File: config.mk
export PLATFORM = sky130hd
export DESIGN_NAME = rvc_expander
export DESIGN_NICKNAME = d
export VERILOG_FILES = /design/src/rtl/rvc_xp_pkg.sv /design/src/rtl/rvc_xp_q0.sv /design/src/rtl/rvc_xp_q1.sv /design/src/rtl/rvc_xp_q2.sv /design/src/rtl/rvc_xp_stage.sv /design/src/rtl/rvc_expander.sv
export SDC_FILE = /design/constraint.sdc
export NUM_CORES = 1
export LEC_CHECK = 0
export BUFFER_PORTS_ARGS = -buffer_cell sky130_fd_sc_hd__buf_2
export CAP_MARGIN = 5
export CORE_ASPECT_RATIO = 0.8
export CORE_MARGIN = 2
export CORE_UTILIZATION = 25
export DETAILED_ROUTE_END_ITERATION = 7
export SKIP_CTS_REPAIR_TIMING = 1
export SLEW_MARGIN = 20
export SYNTH_ARGS = -nofsm -noshare
export SYNTH_HDL_FRONTEND = slang
export SYNTH_HIERARCHICAL = 1
export SYNTH_SLANG_ARGS = --single-unit
File: constraint.sdc
create_clock -name clk -period 0.8 [get_ports clk]
set_input_delay 0.12 -clock clk [delete_from_list [all_inputs] [get_ports clk]]
set_output_delay 0.12 -clock clk [all_outputs]
set_load 0.03 [all_outputs]
File: src/rtl/rvc_xp_pkg.sv
package rvc_xp_pkg;

   localparam logic [6:0] OP_LD    = 7'b0000011;
   localparam logic [6:0] OP_ST    = 7'b0100011;
   localparam logic [6:0] OP_IMM   = 7'b0010011;
   localparam logic [6:0] OP_IMM32 = 7'b0011011;
   localparam logic [6:0] OP_R     = 7'b0110011;
   localparam logic [6:0] OP_R32   = 7'b0111011;
   localparam logic [6:0] OP_LUI   = 7'b0110111;
   localparam logic [6:0] OP_JAL   = 7'b1101111;
   localparam logic [6:0] OP_JALR  = 7'b1100111;
   localparam logic [6:0] OP_BR    = 7'b1100011;

   localparam logic [4:0] X_ZERO = 5'd0;
   localparam logic [4:0] X_RA   = 5'd1;
   localparam logic [4:0] X_SP   = 5'd2;

   localparam logic [2:0] F_W = 3'b010;
   localparam logic [2:0] F_D = 3'b011;

   localparam logic [31:0] EBREAK_WORD = 32'h0010_0073;

   typedef struct packed {
      logic [31:0] word;
      logic        illegal;
      logic        reserved;
      logic        hint;
      logic        nop;
      logic        brk;
   } xp_res_t;

   function automatic logic [31:0] f_i(logic [11:0] imm, logic [4:0] rs1,
                                       logic [2:0] f3, logic [4:0] rd, logic [6:0] op);
      return {imm, rs1, f3, rd, op};
   endfunction

   function automatic logic [31:0] f_r(logic [6:0] f7, logic [4:0] rs2, logic [4:0] rs1,
                                       logic [2:0] f3, logic [4:0] rd, logic [6:0] op);
      return {f7, rs2, rs1, f3, rd, op};
   endfunction

   function automatic logic [31:0] f_s(logic [11:0] imm, logic [4:0] rs2, logic [4:0] rs1,
                                       logic [2:0] f3, logic [6:0] op);
      return {imm[11:5], rs2, rs1, f3, imm[4:0], op};
   endfunction

   function automatic logic [31:0] f_b(logic [12:1] off, logic [4:0] rs2, logic [4:0] rs1,
                                       logic [2:0] f3);
      return {off[12], off[10:5], rs2, rs1, f3, off[4:1], off[11], OP_BR};
   endfunction

   function automatic logic [31:0] f_j(logic [20:1] off, logic [4:0] rd);
      return {off[20], off[10:1], off[11], off[19:12], rd, OP_JAL};
   endfunction

   function automatic logic [31:0] f_u(logic [19:0] imm, logic [4:0] rd, logic [6:0] op);
      return {imm, rd, op};
   endfunction

endpackage

File: src/rtl/rvc_xp_q0.sv
module rvc_xp_q0
   import rvc_xp_pkg::*;
(
   input  logic [15:2] c,
   output xp_res_t     r
);
   logic [4:0] rdp, rs1p;
   logic [9:0] nzu;
   logic [6:0] woff;
   logic [7:0] doff;

   assign rdp  = {2'b01, c[4:2]};
   assign rs1p = {2'b01, c[9:7]};
   assign nzu  = {c[10:7], c[12:11], c[5], c[6], 2'b00};
   assign woff = {c[5], c[12:10], c[6], 2'b00};
   assign doff = {c[6:5], c[12:10], 3'b000};

   always_comb begin
      r = '0;
      unique case (c[15:13])
         3'b000: begin
            if (c[15:2] == '0)  r.illegal  = 1'b1;
            else if (nzu == '0) r.reserved = 1'b1;
            else r.word = f_i({2'b00, nzu}, X_SP, 3'b000, rdp, OP_IMM);
         end
         3'b010: r.word = f_i({5'b0, woff}, rs1p, F_W, rdp, OP_LD);
         3'b011: r.word = f_i({4'b0, doff}, rs1p, F_D, rdp, OP_LD);
         3'b110: r.word = f_s({5'b0, woff}, rdp, rs1p, F_W, OP_ST);
         3'b111: r.word = f_s({4'b0, doff}, rdp, rs1p, F_D, OP_ST);
         default: r.illegal = 1'b1;
      endcase
   end
endmodule

File: src/rtl/rvc_xp_q1.sv
module rvc_xp_q1
   import rvc_xp_pkg::*;
(
   input  logic [15:2] c,
   output xp_res_t     r
);
   logic [4:0]  rd, rdp, rs2p;
   logic [5:0]  imm6;
   logic [11:0] sx12, sp12;
   logic [9:4]  sp16;
   logic [11:1] joff;
   logic [8:1]  boff;
   logic [19:0] up20;

   assign rd   = c[11:7];
   assign rdp  = {2'b01, c[9:7]};
   assign rs2p = {2'b01, c[4:2]};
   assign imm6 = {c[12], c[6:2]};
   assign sx12 = {{6{imm6[5]}}, imm6};
   assign sp16 = {c[12], c[4:3], c[5], c[2], c[6]};
   assign sp12 = {{2{sp16[9]}}, sp16, 4'b0000};
   assign joff = {c[12], c[8], c[10:9], c[6], c[7], c[2], c[11], c[5:3]};
   assign boff = {c[12], c[6:5], c[2], c[11:10], c[4:3]};
   assign up20 = {{14{imm6[5]}}, imm6};

   always_comb begin
      r = '0;
      unique case (c[15:13])
         3'b000: begin
            r.nop  = (rd == X_ZERO);
            r.word = f_i(sx12, rd, 3'b000, rd, OP_IMM);
         end
         3'b001: begin
            if (rd == X_ZERO) r.reserved = 1'b1;
            else r.word = f_i(sx12, rd, 3'b000, rd, OP_IMM32);
         end
         3'b010: r.word = f_i(sx12, X_ZERO, 3'b000, rd, OP_IMM);
         3'b011: begin
            if (rd == X_SP) begin
               if (sp16 == '0) r.reserved = 1'b1;
               else r.word = f_i(sp12, X_SP, 3'b000, X_SP, OP_IMM);
            end else begin
               r.hint = (rd == X_ZERO);
               r.word = f_u(up20, rd, OP_LUI);
            end
         end
         3'b100: begin
            unique case (c[11:10])
               2'b00: begin
                  r.hint = (imm6 == '0);
                  r.word = f_i({6'b000000, imm6}, rdp, 3'b101, rdp, OP_IMM);
               end
               2'b01: begin
                  r.hint = (imm6 == '0);
                  r.word = f_i({6'b010000, imm6}, rdp, 3'b101, rdp, OP_IMM);
               end
               2'b10: r.word = f_i(sx12, rdp, 3'b111, rdp, OP_IMM);
               default: begin
                  unique case ({c[12], c[6:5]})
                     3'b000: r.word = f_r(7'b0100000, rs2p, rdp, 3'b000, rdp, OP_R);
                     3'b001: r.word = f_r(7'b0000000, rs2p, rdp, 3'b100, rdp, OP_R);
                     3'b010: r.word = f_r(7'b0000000, rs2p, rdp, 3'b110, rdp, OP_R);
                     3'b011: r.word = f_r(7'b0000000, rs2p, rdp, 3'b111, rdp, OP_R);
                     3'b100: r.word = f_r(7'b0100000, rs2p, rdp, 3'b000, rdp, OP_R32);
                     3'b101: r.word = f_r(7'b0000000, rs2p, rdp, 3'b000, rdp, OP_R32);
                     default: r.illegal = 1'b1;
                  endcase
               end
            endcase
         end
         3'b101: r.word = f_j({{9{joff[11]}}, joff}, X_ZERO);
         3'b110: r.word = f_b({{4{boff[8]}}, boff}, X_ZERO, rdp, 3'b000);
         default: r.word = f_b({{4{boff[8]}}, boff}, X_ZERO, rdp, 3'b001);
      endcase
   end
endmodule

File: src/rtl/rvc_xp_q2.sv
module rvc_xp_q2
   import rvc_xp_pkg::*;
(
   input  logic [15:2] c,
   output xp_res_t     r
);
   logic [4:0] rd, rs2;
   logic [5:0] sh;
   logic [7:2] lw_off, sw_off;
   logic [8:3] ld_off, sd_off;

   assign rd     = c[11:7];
   assign rs2    = c[6:2];
   assign sh     = {c[12], c[6:2]};
   assign lw_off = {c[3:2], c[12], c[6:4]};
   assign ld_off = {c[4:2], c[12], c[6:5]};
   assign sw_off = {c[8:7], c[12:9]};
   assign sd_off = {c[9:7], c[12:10]};

   always_comb begin
      r = '0;
      unique case (c[15:13])
         3'b000: begin
            r.hint = (rd == X_ZERO) || (sh == '0);
            r.word = f_i({6'b000000, sh}, rd, 3'b001, rd, OP_IMM);
         end
         3'b010: begin
            if (rd == X_ZERO) r.reserved = 1'b1;
            else r.word = f_i({4'b0, lw_off, 2'b00}, X_SP, F_W, rd, OP_LD);
         end
         3'b011: begin
            if (rd == X_ZERO) r.reserved = 1'b1;
            else r.word = f_i({3'b0, ld_off, 3'b000}, X_SP, F_D, rd, OP_LD);
         end
         3'b100: begin
            if (!c[12]) begin
               if (rs2 == X_ZERO) begin
                  if (rd == X_ZERO) r.reserved = 1'b1;
                  else r.word = f_i(12'd0, rd, 3'b000, X_ZERO, OP_JALR);
               end else begin
                  r.hint = (rd == X_ZERO);
                  r.word = f_r(7'd0, rs2, X_ZERO, 3'b000, rd, OP_R);
               end
            end else begin
               if (rs2 == X_ZERO) begin
                  if (rd == X_ZERO) begin
                     r.brk  = 1'b1;
                     r.word = EBREAK_WORD;
                  end else r.word = f_i(12'd0, rd, 3'b000, X_RA, OP_JALR);
               end else r.word = f_r(7'd0, rs2, rd, 3'b000, rd, OP_R);
            end
         end
         3'b110: r.word = f_s({4'b0, sw_off, 2'b00}, rs2, X_SP, F_W, OP_ST);
         3'b111: r.word = f_s({3'b0, sd_off, 3'b000}, rs2, X_SP, F_D, OP_ST);
         default: r.illegal = 1'b1;
      endcase
   end
endmodule

File: src/rtl/rvc_xp_stage.sv
module rvc_xp_stage
   import rvc_xp_pkg::*;
#(
   parameter int REG_OUT = 1
) (
   input  logic    clk,
   input  logic    rst_n,
   input  logic    d_vld,
   input  xp_res_t d,
   output logic    q_vld,
   output xp_res_t q
);
   generate
      if (REG_OUT != 0) begin : g_reg
         always_ff @(posedge clk or negedge rst_n) begin
            if (!rst_n) begin
               q_vld <= 1'b0;
               q     <= '0;
            end else begin
               q_vld <= d_vld;
               q     <= d;
            end
         end
      end else begin : g_wire
         assign q_vld = d_vld;
         assign q     = d;
      end
   endgenerate
endmodule

File: src/rtl/rvc_expander.sv
module rvc_expander
   import rvc_xp_pkg::*;
#(
   parameter int REG_OUT = 1
) (
   input  logic        clk,
   input  logic        rst_n,
   input  logic        in_valid,
   input  logic [31:0] instr,
   output logic        out_valid,
   output logic [31:0] out_word,
   output logic        out_illegal,
   output logic        out_reserved,
   output logic        out_hint,
   output logic        out_nop,
   output logic        out_brk
);
   localparam int CLEN = 16;
   localparam logic [1:0] FULL_LEN = 2'b11;

   generate
      if (REG_OUT != 0 && REG_OUT != 1) begin : g_bad_reg_out
         $error("rvc_expander: REG_OUT must be 0 or 1");
      end
   endgenerate

   xp_res_t r_q0, r_q1, r_q2, r_sel, r_out;

   rvc_xp_q0 u_q0 (.c(instr[CLEN-1:2]), .r(r_q0));
   rvc_xp_q1 u_q1 (.c(instr[CLEN-1:2]), .r(r_q1));
   rvc_xp_q2 u_q2 (.c(instr[CLEN-1:2]), .r(r_q2));

   always_comb begin
      r_sel = '0;
      if (in_valid) begin
         unique case (instr[1:0])
            2'b00:    r_sel = r_q0;
            2'b01:    r_sel = r_q1;
            2'b10:    r_sel = r_q2;
            FULL_LEN: r_sel.word = instr;
         endcase
      end
   end

   rvc_xp_stage #(.REG_OUT(REG_OUT)) u_stage (
      .clk(clk), .rst_n(rst_n), .d_vld(in_valid), .d(r_sel),
      .q_vld(out_valid), .q(r_out));

   assign out_word     = r_out.word;
   assign out_illegal  = r_out.illegal;
   assign out_reserved = r_out.reserved;
   assign out_hint     = r_out.hint;
   assign out_nop      = r_out.nop;
   assign out_brk      = r_out.brk;
endmodule

==> results of run 1 <==
-- critical path: stages --
cell	delay [ns]
buf_6	0.10
or4_4	0.57
or2_4	0.28
or3_1	0.34
a21oi_2	0.15
nand3b_1	0.08
o21ai_1	0.07
and2_1	0.14
-- flip-flops by register name, indices dropped and copies added, names as in the netlist --
register,cells
u_stage/q,37
u_stage/q_vld,1
-- cell type report --
cell class	instances	area, um^2	area share [%]
tap	210	263	4.35
sequential	38	951	15.7
clock buffer	7	143	2.36
clock inverter	1	5.00	0.0828
timing repair buffer	202	1810	29.9
multi-input combinational	380	2840	47.0
inverter	9	33.8	0.559
-- placed cells by master, fill, tap and decap left out, types with 3 or more instances in the layout --
cell / n
buf_4: 105
mux2i_1: 68
buf_6: 57
dfrtp_1: 38
nand2_1: 31
o22ai_1: 30
buf_2: 27
and2_1: 18
o21ai_1: 17
o21ai_0: 17
conb_1: 17
nor2_1: 14
buf_12: 11
a22o_1: 11
nand2b_1: 10
a21oi_1: 10
nand3_1: 10
inv_1: 9
nand3b_1: 7
a31oi_1: 7
clkbuf_16: 5
nor2b_1: 5
nand2_2: 5
and3_4: 5
a21boi_0: 5
nor4_4: 4
and3_1: 4
nor3_4: 4
o22ai_2: 3
nor3_2: 3
a31o_2: 3
and2_4: 3
o211ai_1: 3
nand4_1: 3
nor2_4: 3
-- cell families after synthesis --
family	after synthesis
AO/OA/AOI/OAI	140
buffers and inverters	73
flip-flops	38
multiplexers	68
other	3
AND/OR/NAND/NOR	155
-- power breakdown --
group	leakage, nW	internal (W)	switching (W)
Sequential	0.502	0.00205	0.0000633
Clock	0.0739	0.00124	0.000798
Combinational	2.25	0.00131	0.00152
Total	2.83	0.00459	0.00238
-- synthesized netlist by cell type (3+ instances only) --
library cell  instances
a21oi_1              14
buf_6                 7
inv_1                 9
o211ai_1              3
nor2b_1               5
nand3_1              10
a31oi_1               9
mux2i_1              68
and2_1               20
nor2_1               19
nand2_1              37
and2_0                3
conb_1                3
nand4_1               3
a21boi_0              6
o21bai_1              3
o21ai_1               5
nand2b_1             11
nor4_1                3
o21ai_0              31
buf_4                22
nand3b_1              7
a31o_2                3
o31ai_1               4
clkbuf_1             17
o22ai_1              32
and3_1                9
dfrtp_1              38
a22o_1               11
buf_2                14
or3_1                 3
nor3_1                9
-- metrics by stage --
stage / hold slack, ns / setup WS, ns
6_report: 0.0912 / -0.835
5_1_grt: 0.0965 / -0.841
4_1_cts: -0.204 / -0.845
3_5_place_dp: 0.100 / -1.14
3_3_place_gp: 0.0980 / -1.15
2_1_floorplan: -0.176 / -0.924
-- worst max path at each step --
stage	start	endpoint	slack, ns	depth (start not counted)
2_1_floorplan	instr[11]	u_stage/q[2]	-0.92	8
3_3_place_gp	instr[11]	u_stage/q[20]	-1.15	10
3_5_place_dp	instr[11]	u_stage/q[20]	-1.14	10
4_1_cts	instr[11]	u_stage/q[20]	-0.85	10
5_1_grt	instr[11]	u_stage/q[2]	-0.84	8
6_report	instr[11]	u_stage/q[2]	-0.83	8
-- layer usage --
layer / vias to the layer above / track usage, % / part of all wire, %
li1: 2034 / - / -
met1: 2051 / 25.9 / 48
met2: 176 / 25.8 / 44
met3: 20 / 4.16 / 6.9
met4: 0 / 3.76 / 1.5
met5: - / 0 / 0
==> metrics, run 1 <==
Placed Instances=826; largest net degree at the start of global routing=39; vias in the first global route=3920; Post-Synth Adder-Cell Area=0%; CP endpoint kind=flop; fin area=6050 um^2; CP Data Required Time=1.03 ns; Yosys warnings=6; Yosys reg bits=38; Syn-to-layout area delta=56.4%; Synth area leader=dfrtp_1; placed instance area=5200 um^2; Hold Vio Cnt, Final=0; PortBufs=72; clock tree from TritonCTS=built; Synth async-reset ratio=100%; fin util=40.1%; Period minus WS final=1.63 ns; # IOs=73; Pwr Density=1150 nW/um^2; cell count after synthesis=477; syn_area_per_cell=8.11 um^2; fill count=1503; die area=16500 um^2; gr usage total=17.5%; Ant. Diodes=0; Post-synth EDFFs=0; via count=4281; GR Overflow Total=0; Hold Path Cell Cnt=2; starting density of the core=25.7%; detailed-route wire length=15000 um; layout cells sized above 1=42.7%; Worst Hold Class=in -> reg; Die W=143 um; Antenna Nets Post-Route=0; VDD IR max=0.786 mV; initial DRC count=375; WHS Endpoint=u_stage/q_vld; first-pass GRT wire length=22400 um; DRC viols=0; Final GP Congestion=0.944; die height=115 um; failing checks=setup timing; Static Leak=2.83 nW; # rows=40; Reg clk slew, reported paths=0.06 ns; DRT Pass-1 Iters=4; Synth Cell Area=3870 um^2; Tcrit/Tclk final=204%; critical-path maximum fanout=4; crit path launch type=primary input; Setup TNS=-28.87 ns; crit path DAT=1.86 ns; Max Cap Viol=0; DP Wirelength=11000 um; synth unique cells=59; # setup viols final=75; fin worst setup slack=-0.835 ns; antenna violations before repair=0; Seq/Total Area, Yosys=24.6%; Layout Nets=671; Max Freq=612 MHz; HP Start=in_valid; htree depth=2; Synth Area in Simple Gates=22.4%; total chip power=0.00698 W; max-slew violation count=0; post-synthesis mux area share=17.6%; outcome=finished with violations; TritonCTS buffer count=5; largest family of logic cells by synthesized area=compound AO/OA/AOI/OAI gates; core area=15100 um^2; largest cells by area after synthesis=dfrtp_1 (25%), mux2i_1 (18%), o22ai_1 (5.2%), buf_4 (4.3%), o21ai_0 (4.0%); vias per cell=5.05; Clock Sinks=38; post-synth top area share=24.6%; Clock Path Buffers=2; drt wl/cell=17.8 um; crit path kind=in -> reg; Synth Area in XOR/XNOR=0%; root buffer cell=clkbuf_16; Non-Filler Instances=847; RSZ-0062 raised after global routing=true; Most used DFF post-synth=dfrtp_1; Synth Area in Compound Gates=23.8%
Note: power is estimated with default switching activity, not from simulation.
==> inputs of run 2 (changes only) <==
--- a/constraint.sdc
+++ b/constraint.sdc
@@ -3,2 +3,2 @@
 set_output_delay 0.12 -clock clk [all_outputs]
-set_load 0.03 [all_outputs]
+set_load 0.005 [all_outputs]
==> run 2 against run 1 <==
  * Largest power group unchanged
  * Sequential share of layout area rose by 0.64 points
  * First-iteration DRC count rose by 4.0%
  * Routed wire length fell by 0.93%
  * The run still ends with setup timing left
  * Final cell count did not move
  * Count of clock-buffer cells in the layout did not move
  * Core utilization fell by 1.6 points
  * Fmax barely moved
==> metrics, run 2 (same netlist as run 1, synthesis figures left out) <==
crit path kind=in -> reg; antenna violations before repair=0; initial DRC count=390; max-slew violation count=0; Final GP Congestion=0.944; crit path launch type=primary input; largest net degree at the start of global routing=39; starting density of the core=25.7%; Max Cap Viol=0; DP Wirelength=11000 um; Clock Sinks=38; # IOs=73; core area=15100 um^2; Reg clk slew, reported paths=0.06 ns; VDD IR max=0.767 mV; via count=4240; commonest non-fill, non-tap cell in the layout=buf_4; number of flip-flops under the largest register name=37; DRC viols=0; Hold Vio Cnt, Final=0; critical-path maximum fanout=4; # setup viols final=75; Clock Path Buffers=2; Antenna Nets Post-Route=0; Hold Path Cell Cnt=2; vias per cell=5.01; Bufs and invs on worst path=1; DRT Pass-1 Iters=5; root buffer cell=clkbuf_16; Period minus WS final=1.63 ns; Die W=143 um; die height=115 um; detailed-route wire length=14900 um; Max Freq=612 MHz; Placed Instances=826; CP endpoint kind=flop; family with the most delay on the worst path=simple AND/OR/NAND/NOR gates; vias in the first global route=3920; failing checks=setup timing; Non-Filler Instances=847; fin worst setup slack=-0.833 ns; CP Depth=8; largest register by flop count=u_stage/q; # rows=40; layout cells sized above 1=42.7%; dpl ws=-1.14 ns; fin util=38.6%; Syn-to-layout area delta=50.2%; GR Overflow Total=0; largest registers=u_stage/q (37), u_stage/q_vld (1); gr usage total=17.5%; PortBufs=72; Worst Hold Class=in -> reg; fill count=1531; most frequent cells in the layout=buf_4 (105), mux2i_1 (68), buf_2 (65); crit path max-delay cell type=or4_4; die area=16500 um^2; drt wl/cell=17.6 um; Tcrit/Tclk final=204%; Static Leak=2.78 nW; clock tree from TritonCTS=built; RSZ-0062 raised after global routing=true; crit path DAT=1.86 ns; CP Cell Sequence=buf_6 -> or4_4 -> or2_4 -> or3_1 -> a21oi_2 -> nand3b_1 -> o21ai_1 -> and2_1; outcome=finished with violations; Pwr Density=1120 nW/um^2; Worst path max stage delay=0.57 ns; htree depth=2; first-pass GRT wire length=22400 um; TritonCTS buffer count=5; Ant. Diodes=0; CP Data Required Time=1.03 ns; Layout Nets=671
run 2: cell counts in the layout (fill, tap and decap cells not counted):
No cell type changed its count.
run 2: path summary, 6_finish.rpt:
check                      startpoint  slack, ns       endpoint
max in group asynchronous       rst_n       0.28   u_stage/q[7]
min in group asynchronous       rst_n       0.31  u_stage/q[25]
worst max-delay path        instr[11]      -0.83   u_stage/q[2]
worst min-delay path         in_valid       0.09  u_stage/q_vld
run 2: routing by layer:
metal | up-vias | part of all wire, % | wire length [um] | GRT usage (%)
met5 | - | 0 | 0 | 0
met4 | 0 | 1.4 | 212 | 3.76
met3 | 18 | 7.4 | 1110 | 4.16
met2 | 187 | 44 | 6500 | 25.8
met1 | 2005 | 48 | 7080 | 25.9
li1 | 2030 | - | - | -
run 2: cell type report:
class,count,area [um^2],area share [%]
clock buffers,7,143,2.46
well taps,210,263,4.52
flip-flops and latches,38,951,16.4
clock inverters,1,5.00,0.0862
multi-input cells,380,2840,48.9
inverters,9,33.8,0.582
repair buffers,202,1570,27.1
run 2: through the flow:
| stage | total power, W | setup TNS (ns) | hold slack, ns | instance area [um^2] |
|---|---|---|---|---|
| 6_report | 0.00653 | -27.50 | 0.0900 | 5810 |
| 2_1_floorplan | 0.00332 | -20.72 | -0.176 | 4060 |
| 5_1_grt | 0.00688 | -30.29 | 0.0965 | 5810 |
| 3_5_place_dp | 0.00427 | -36.28 | 0.100 | 5200 |
| 4_1_cts | 0.00633 | -29.06 | -0.204 | 5350 |
| 3_3_place_gp | 0.00426 | -36.13 | 0.0980 | 5200 |
run 2: power breakdown:
part | internal, W | switching [W] | total [W]
Combinational | 0.00115 | 0.00127 | 0.00242
Clock | 0.00124 | 0.000797 | 0.00203
Sequential | 0.00205 | 0.0000300 | 0.00208
Total | 0.00444 | 0.00209 | 0.00653
